File: src/rtl/nps_pkg.sv
package nps_pkg;

  typedef enum logic [3:0] {
    S_IDLE, S_CMD80, S_ADDR, S_DATA, S_CMD85, S_JADDR,
    S_CMD10, S_CMD70, S_POLL, S_SAMPLE, S_DONE
  } nps_state_e;

  typedef enum logic [2:0] {
    BUS_NONE, BUS_CMD, BUS_ADDR, BUS_DATA, BUS_READ
  } bus_kind_e;

  localparam logic [7:0] OP_LOAD  = 8'h80;
  localparam logic [7:0] OP_JUMP  = 8'h85;
  localparam logic [7:0] OP_START = 8'h10;
  localparam logic [7:0] OP_STAT  = 8'h70;

  localparam int RDY_BIT  = 6;
  localparam int FAIL_BIT = 0;

endpackage

File: src/rtl/nps_addr_sel.sv
module nps_addr_sel #(
  parameter int NBYTES = 5,
  parameter int IW     = 3
) (
  input  logic [NBYTES*8-1:0] vec,
  input  logic [IW-1:0]       idx,
  output logic [7:0]          sel
);
  // byte lane picked by index, lane 0 = least significant
  always_comb begin
    sel = '0;
    for (int i = 0; i < NBYTES; i++) begin
      if (idx == IW'(i)) sel = vec[i*8 +: 8];
    end
  end
endmodule

File: src/rtl/nps_timer.sv
module nps_timer #(
  parameter int LIMIT = 100000
) (
  input  logic clk,
  input  logic rst,
  input  logic run,
  output logic expired
);
  localparam int W = $clog2(LIMIT + 1);

  logic [W-1:0] cnt;

  always_ff @(posedge clk) begin
    if (rst || !run) cnt <= '0;
    else if (cnt != W'(LIMIT)) cnt <= cnt + 1'b1;
  end

  assign expired = (cnt == W'(LIMIT));

  // expiry only follows a run of polling cycles
  assert_expire_needs_run_R7: assert property (@(posedge clk) disable iff (rst)
    expired |-> $past(run));
endmodule

File: src/rtl/nps_bus_drv.sv
module nps_bus_drv
  import nps_pkg::*;
(
  input  logic       clk,
  input  logic       rst,
  input  bus_kind_e  kind,
  input  logic [7:0] data,
  output logic       cle,
  output logic       ale,
  output logic       we,
  output logic       re,
  output logic [7:0] dq
);
  always_ff @(posedge clk) begin
    if (rst) begin
      cle <= 1'b0;
      ale <= 1'b0;
      we  <= 1'b0;
      re  <= 1'b0;
      dq  <= '0;
    end else begin
      cle <= (kind == BUS_CMD);
      ale <= (kind == BUS_ADDR);
      we  <= (kind == BUS_CMD) || (kind == BUS_ADDR) || (kind == BUS_DATA);
      re  <= (kind == BUS_READ);
      dq  <= (kind == BUS_NONE || kind == BUS_READ) ? 8'h00 : data;
    end
  end
endmodule

File: src/rtl/nand_prog_seq.sv
module nand_prog_seq
  import nps_pkg::*;
#(
  parameter int MAX_BYTES   = 2112,
  parameter int TIMEOUT_CYC = 100000,
  parameter int COL_W       = 16,
  parameter int ROW_W       = 24
) (
  input  logic             clk,
  input  logic             rst,
  input  logic             req_valid,
  output logic             req_ready,
  input  logic [ROW_W-1:0] req_row,
  input  logic [COL_W-1:0] req_col,
  input  logic             dat_valid,
  output logic             dat_ready,
  input  logic [7:0]       dat_byte,
  input  logic             dat_last,
  input  logic             dat_jump,
  input  logic [COL_W-1:0] dat_col,
  output logic             bus_cle,
  output logic             bus_ale,
  output logic             bus_we,
  output logic             bus_re,
  output logic [7:0]       bus_dq_out,
  input  logic [7:0]       bus_dq_in,
  input  logic             bus_rb,
  output logic             done,
  output logic             fail
);
  localparam int COL_BYTES  = COL_W / 8;
  localparam int ROW_BYTES  = ROW_W / 8;
  localparam int ADDR_BYTES = COL_BYTES + ROW_BYTES;
  localparam int IDX_W      = (ADDR_BYTES > 1) ? $clog2(ADDR_BYTES) : 1;
  localparam int CNT_W      = $clog2(MAX_BYTES + 1);

  nps_state_e       state, nxt;
  logic [IDX_W-1:0] idx;
  logic [CNT_W-1:0] cnt;
  logic [ROW_W-1:0] row_q;
  logic [COL_W-1:0] col_q;
  bus_kind_e        op_kind;
  logic [7:0]       op_byte;
  logic [7:0]       addr_byte;
  logic             tmr_run, tmr_exp;
  logic             finish, finish_fail;
  logic             dev_ready;
  logic             unused_status;

  assign unused_status = ^{bus_dq_in[7], bus_dq_in[5:1]};
  assign dev_ready     = bus_dq_in[RDY_BIT] | bus_rb;

  nps_addr_sel #(.NBYTES(ADDR_BYTES), .IW(IDX_W)) u_addr (
    .vec ({row_q, col_q}),
    .idx (idx),
    .sel (addr_byte)
  );

  assign tmr_run = (state == S_POLL) || (state == S_SAMPLE);

  nps_timer #(.LIMIT(TIMEOUT_CYC)) u_timer (
    .clk     (clk),
    .rst     (rst),
    .run     (tmr_run),
    .expired (tmr_exp)
  );

  always_comb begin
    nxt         = state;
    op_kind     = BUS_NONE;
    op_byte     = '0;
    finish      = 1'b0;
    finish_fail = 1'b0;
    case (state)
      S_IDLE:  if (req_valid) nxt = S_CMD80;
      S_CMD80: begin
        op_kind = BUS_CMD;
        op_byte = OP_LOAD;
        nxt     = S_ADDR;
      end
      S_ADDR: begin
        op_kind = BUS_ADDR;
        op_byte = addr_byte;
        if (idx == IDX_W'(ADDR_BYTES - 1)) nxt = S_DATA;
      end
      S_DATA: begin
        if (dat_valid) begin
          if (dat_jump) begin
            nxt = S_CMD85;
          end else begin
            op_kind = BUS_DATA;
            op_byte = dat_byte;
            if (dat_last || cnt == CNT_W'(MAX_BYTES - 1)) nxt = S_CMD10;
          end
        end
      end
      S_CMD85: begin
        op_kind = BUS_CMD;
        op_byte = OP_JUMP;
        nxt     = S_JADDR;
      end
      S_JADDR: begin
        op_kind = BUS_ADDR;
        op_byte = addr_byte;
        if (idx == IDX_W'(COL_BYTES - 1)) nxt = S_DATA;
      end
      S_CMD10: begin
        op_kind = BUS_CMD;
        op_byte = OP_START;
        nxt     = S_CMD70;
      end
      S_CMD70: begin
        op_kind = BUS_CMD;
        op_byte = OP_STAT;
        nxt     = S_POLL;
      end
      S_POLL: begin
        op_kind = BUS_READ;
        nxt     = S_SAMPLE;
      end
      S_SAMPLE: begin
        if (dev_ready) begin
          finish      = 1'b1;
          finish_fail = bus_dq_in[FAIL_BIT];
          nxt         = S_DONE;
        end else if (tmr_exp) begin
          finish      = 1'b1;
          finish_fail = 1'b1;
          nxt         = S_DONE;
        end else begin
          nxt = S_POLL;
        end
      end
      S_DONE:  nxt = S_IDLE;
      default: nxt = S_IDLE;
    endcase
  end

  always_ff @(posedge clk) begin
    if (rst) begin
      state <= S_IDLE;
      idx   <= '0;
      cnt   <= '0;
      row_q <= '0;
      col_q <= '0;
      done  <= 1'b0;
      fail  <= 1'b0;
    end else begin
      state <= nxt;
      if ((state == S_ADDR || state == S_JADDR) && nxt == state) idx <= idx + 1'b1;
      else idx <= '0;
      if (state == S_IDLE && req_valid) begin
        row_q <= req_row;
        col_q <= req_col;
        cnt   <= '0;
      end
      if (state == S_DATA && dat_valid) begin
        if (dat_jump) col_q <= dat_col;
        else          cnt   <= cnt + 1'b1;
      end
      done <= finish;
      if (finish) fail <= finish_fail;
    end
  end

  assign req_ready = (state == S_IDLE);
  assign dat_ready = (state == S_DATA);

  nps_bus_drv u_bus (
    .clk  (clk),
    .rst  (rst),
    .kind (op_kind),
    .data (op_byte),
    .cle  (bus_cle),
    .ale  (bus_ale),
    .we   (bus_we),
    .re   (bus_re),
    .dq   (bus_dq_out)
  );

  // the final data byte is followed by the program-start command
  assert_start_after_last_R3: assert property (@(posedge clk) disable iff (rst)
    (state == S_DATA && dat_valid && !dat_jump && dat_last)
      |=> ##1 (bus_we && bus_cle && bus_dq_out == OP_START));

  // while a status byte is being sampled, no write strobe is driven
  assert_poll_read_only_R4: assert property (@(posedge clk) disable iff (rst)
    (state == S_SAMPLE) |-> (bus_re && !bus_we));

  // the data count never passes the page limit
  assert_byte_limit_R6: assert property (@(posedge clk) disable iff (rst)
    cnt <= CNT_W'(MAX_BYTES));

  // an expired wait on a busy device reports failure
  assert_timeout_fail_R7: assert property (@(posedge clk) disable iff (rst)
    (state == S_SAMPLE && tmr_exp && !dev_ready) |=> (done && fail));

  // done is a single-cycle pulse
  assert_done_pulse_R8: assert property (@(posedge clk) disable iff (rst)
    done |=> !done);

  // an accepted request closes the request port
  assert_busy_refuse_R8: assert property (@(posedge clk) disable iff (rst)
    (req_valid && req_ready) |=> !req_ready);
endmodule

File: config.mk
export PLATFORM = sky130hd
export DESIGN_NAME = nand_prog_seq
export DESIGN_NICKNAME = d
export VERILOG_FILES = /design/src/rtl/nps_pkg.sv /design/src/rtl/nps_addr_sel.sv /design/src/rtl/nps_timer.sv /design/src/rtl/nps_bus_drv.sv /design/src/rtl/nand_prog_seq.sv
export SDC_FILE = /design/constraint.sdc
export NUM_CORES = 1
export LEC_CHECK = 0
export BUFFER_PORTS_ARGS = -buffer_cell sky130_fd_sc_hd__buf_2
export CORE_MARGIN = 4
export CORE_UTILIZATION = 59
export DETAILED_ROUTE_END_ITERATION = 8
export GPL_TIMING_DRIVEN = 0
export PLACE_DENSITY = 0.89
export SYNTH_ARGS = -nofsm -noshare
export SYNTH_HDL_FRONTEND = slang
export SYNTH_SLANG_ARGS = --single-unit
File: constraint.sdc
create_clock -name clk -period 3.4 [get_ports clk]
set_input_delay 0.85 -clock clk [delete_from_list [all_inputs] [get_ports clk]]
set_output_delay 0.85 -clock clk [all_outputs]
set_load 0.01 [all_outputs]
==> impl_metrics.ini <==
[outcome]
status = finished, final reports clean

[sta]
slew_violations = 0
finalSetupViolations = 0
finalHoldViolCount = 0
slew_headroom = 0.551
fin_skew_ps = 4.66
period_share = 0.726
setup_ws_ps = 932
rsz0062_at_grt = no
finalSetupTns_ps = 0
finalCriticalPeriod_ps = 2470
max_freq_ghz = 0.405
tightest_slew_ps = 663

[place]
dp_hpwl_um = 8530
portBuffers = 87
dp_slack_ps = 1030
gp_congestion = 0.961
place_inst = 741

[layout]
fin_util = 0.714
drive_gt1_frac = 0.191
num-nets-final = 740
antennaDiodeCount = 0
fin_cells = 757
area_delta_synth_final_pct = 17.8

[clock_network]
ctsResizeCount = 0
clock_latency_ps = 370
cts_max_path_buffers = 2
cts-htree-levels = 3
cts_buffers = 9
cts_root_buf = clkbuf_8
cts_hold_buf = 0
cts.sinks = 90
postCtsSetupBuffers = 0
path_clk_slew_ps = 90
cts_tree = done

[synthesis]
netlist_area_um2 = 4370
ys_seq_area_frac = 0.412
synth_warnings = 0
synth_fp_nets = 642
ys.flop_type = dfxtp_1
synth_largest_area_cell = dfxtp_1
synth_enable_flop_cells = 0
synth.avg_cell_area_um2 = 7.87
synth_cells = 555
asyncSetResetFlopFracSynth = 0
synth.most_common_cell = nand2_1
yosys-top-cells-area = dfxtp_1, nand2_1, a21oi_1, nor2_1, a311oi_1
synth_top_area_frac = 0.412
synth_seq_cells = 90
netlist_top_cells_count = nand2_1, dfxtp_1, a21oi_1
ys_types = 60

[global_route]
grt_max_degree = 16
grt.total_usage = 0.272
grt_first_pass_wirelength_um = 19100
grt_antenna_before_repair = 0
first_global_vias = 4175
grt_overflow_total = 0

[routing]
route.met2.wl_um = 5700
num_vias = 4472
drt-wirelength-per-cell_um = 15.5
drtAntennaViolNets = 0
met3_length_um = 847
wl_met1_um = 4860
totalWireLength_um = 11700
first_pass_iters = 5
routed_via_density = 5.91
top_layer = met4
drtIter0Drc = 390
drc = 0

[worst_setup_path]
max_stage_delay_ps = 520
worstPathArrival_ps = 1620
crit_fanout = 9
path_cells = nand4bb_1, buf_2, inv_1, buf_2
path_class = reg -> out
slowest_stage = dfxtp_1
cp.required_ps = 2550
cp-end-kind = output port
path_buf_inv = 3
cp_top_family = buffers and inverters
crit_top_cell = buf_2
startpoint_type = flip-flop

[floorplan]
pin_count = 95
die_y_um = 94.1
start_util = 0.606
core_area_um2 = 7210
die_w_um = 94.1
dieArea_um2 = 8850
rows = 31

[hold_path]
hold_class = reg -> reg

[power]
power_density_nw_per_um2 = 485
peakVddDrop_mv = 0.365
p_leak_nw = 1.97

[flow_run]
cap_violations = 0
## layer usage
layer | vias to the layer above | GRT usage
met1 | 2080 | 0.343
met2 | 206 | 0.448
li1 | 2151 | -
met4 | 0 | 0.118
met5 | - | 0
met3 | 35 | 0.0593
## worst reg2reg max path: stages (launching register included)
cell      delay [ps]
dfxtp_1          410
ha_1             190
ha_1             160
clkbuf_1         310
or2_2            180
clkbuf_1         320
a21oi_1           80
a221oi_1         410
o22ai_1          140
## final timing paths
check                                from          end  slack, ps  depth (start not counted)
worst max register to register     idx[0]  u_bus.dq[4]       1070                          8
worst min register to register  row_q[23]    row_q[23]        460                          2
worst min-delay path            row_q[23]    row_q[23]        460                          2
worst max-delay path             state[3]    dat_ready        930                          4
## report_power, final
part | total, W | internal, W | switching, W
Clock | 0.000807 | 0.000415 | 0.000392
Sequential | 0.00117 | 0.00113 | 0.0000414
Combinational | 0.000515 | 0.000190 | 0.000325
## state kept, by name, indices dropped and copies added, names as in the netlist, 3 cells and up
signal       flops
cnt             12
state            4
col_q           16
u_bus.dq         8
u_timer.cnt     17
idx              3
row_q           24
## layout by cell type, fill, tap and decap left out, types with 4 or more instances in the layout
| master | n |
|---|---|
| inv_1 | 24 |
| xor2_1 | 6 |
| buf_2 | 97 |
| dfxtp_1 | 90 |
| xnor2_1 | 13 |
| a21oi_1 | 55 |
| nor4_1 | 9 |
| clkbuf_8 | 9 |
| a311oi_1 | 17 |
| nand3_1 | 17 |
| or3_1 | 5 |
| o211ai_1 | 4 |
| nand2_1 | 111 |
| clkbuf_1 | 24 |
| nor2_1 | 52 |
| and3_1 | 4 |
| nand2b_1 | 7 |
| o21ai_0 | 15 |
| o32ai_1 | 4 |
| ha_1 | 8 |
| a221oi_1 | 7 |
| nand4_1 | 7 |
| nor3_1 | 5 |
## stage by stage
stage               total power [W]  area [um^2]  hold slack (ps)
floorplan                   0.00153         4370              433
global placement            0.00168         4930              442
detailed placement          0.00170         4930              446
CTS                         0.00248         5150              458
global route                0.00260         5150              480
finish                      0.00250         5150              460
## layout make-up
type	count	area (um^2)
Timing Repair Buffer	87	435
Inverter	24	90.1
Multi-Input combinational cell	407	2340
Clock buffer	10	128
Fill cell	596	2070
Clock inverter	6	91.3
Buffer	34	140
Sequential cell	90	1800
Tap cell	99	124
## logic make-up (layout without fill, tap and decap cells)
family / count (synthesis) / count (layout) / share of synthesized area
multiplexers: 3 / 3 / 0.00716
adder cells (fa/ha/maj): 8 / 8 / 0.0229
buffers and inverters: 58 / 161 / 0.0527
XOR/XNOR: 19 / 19 / 0.0381
AO/OA/AOI/OAI: 129 / 129 / 0.193
flip-flops: 90 / 90 / 0.412
AND/OR/NAND/NOR: 248 / 248 / 0.274
Power figures use the tool's default switching activity.
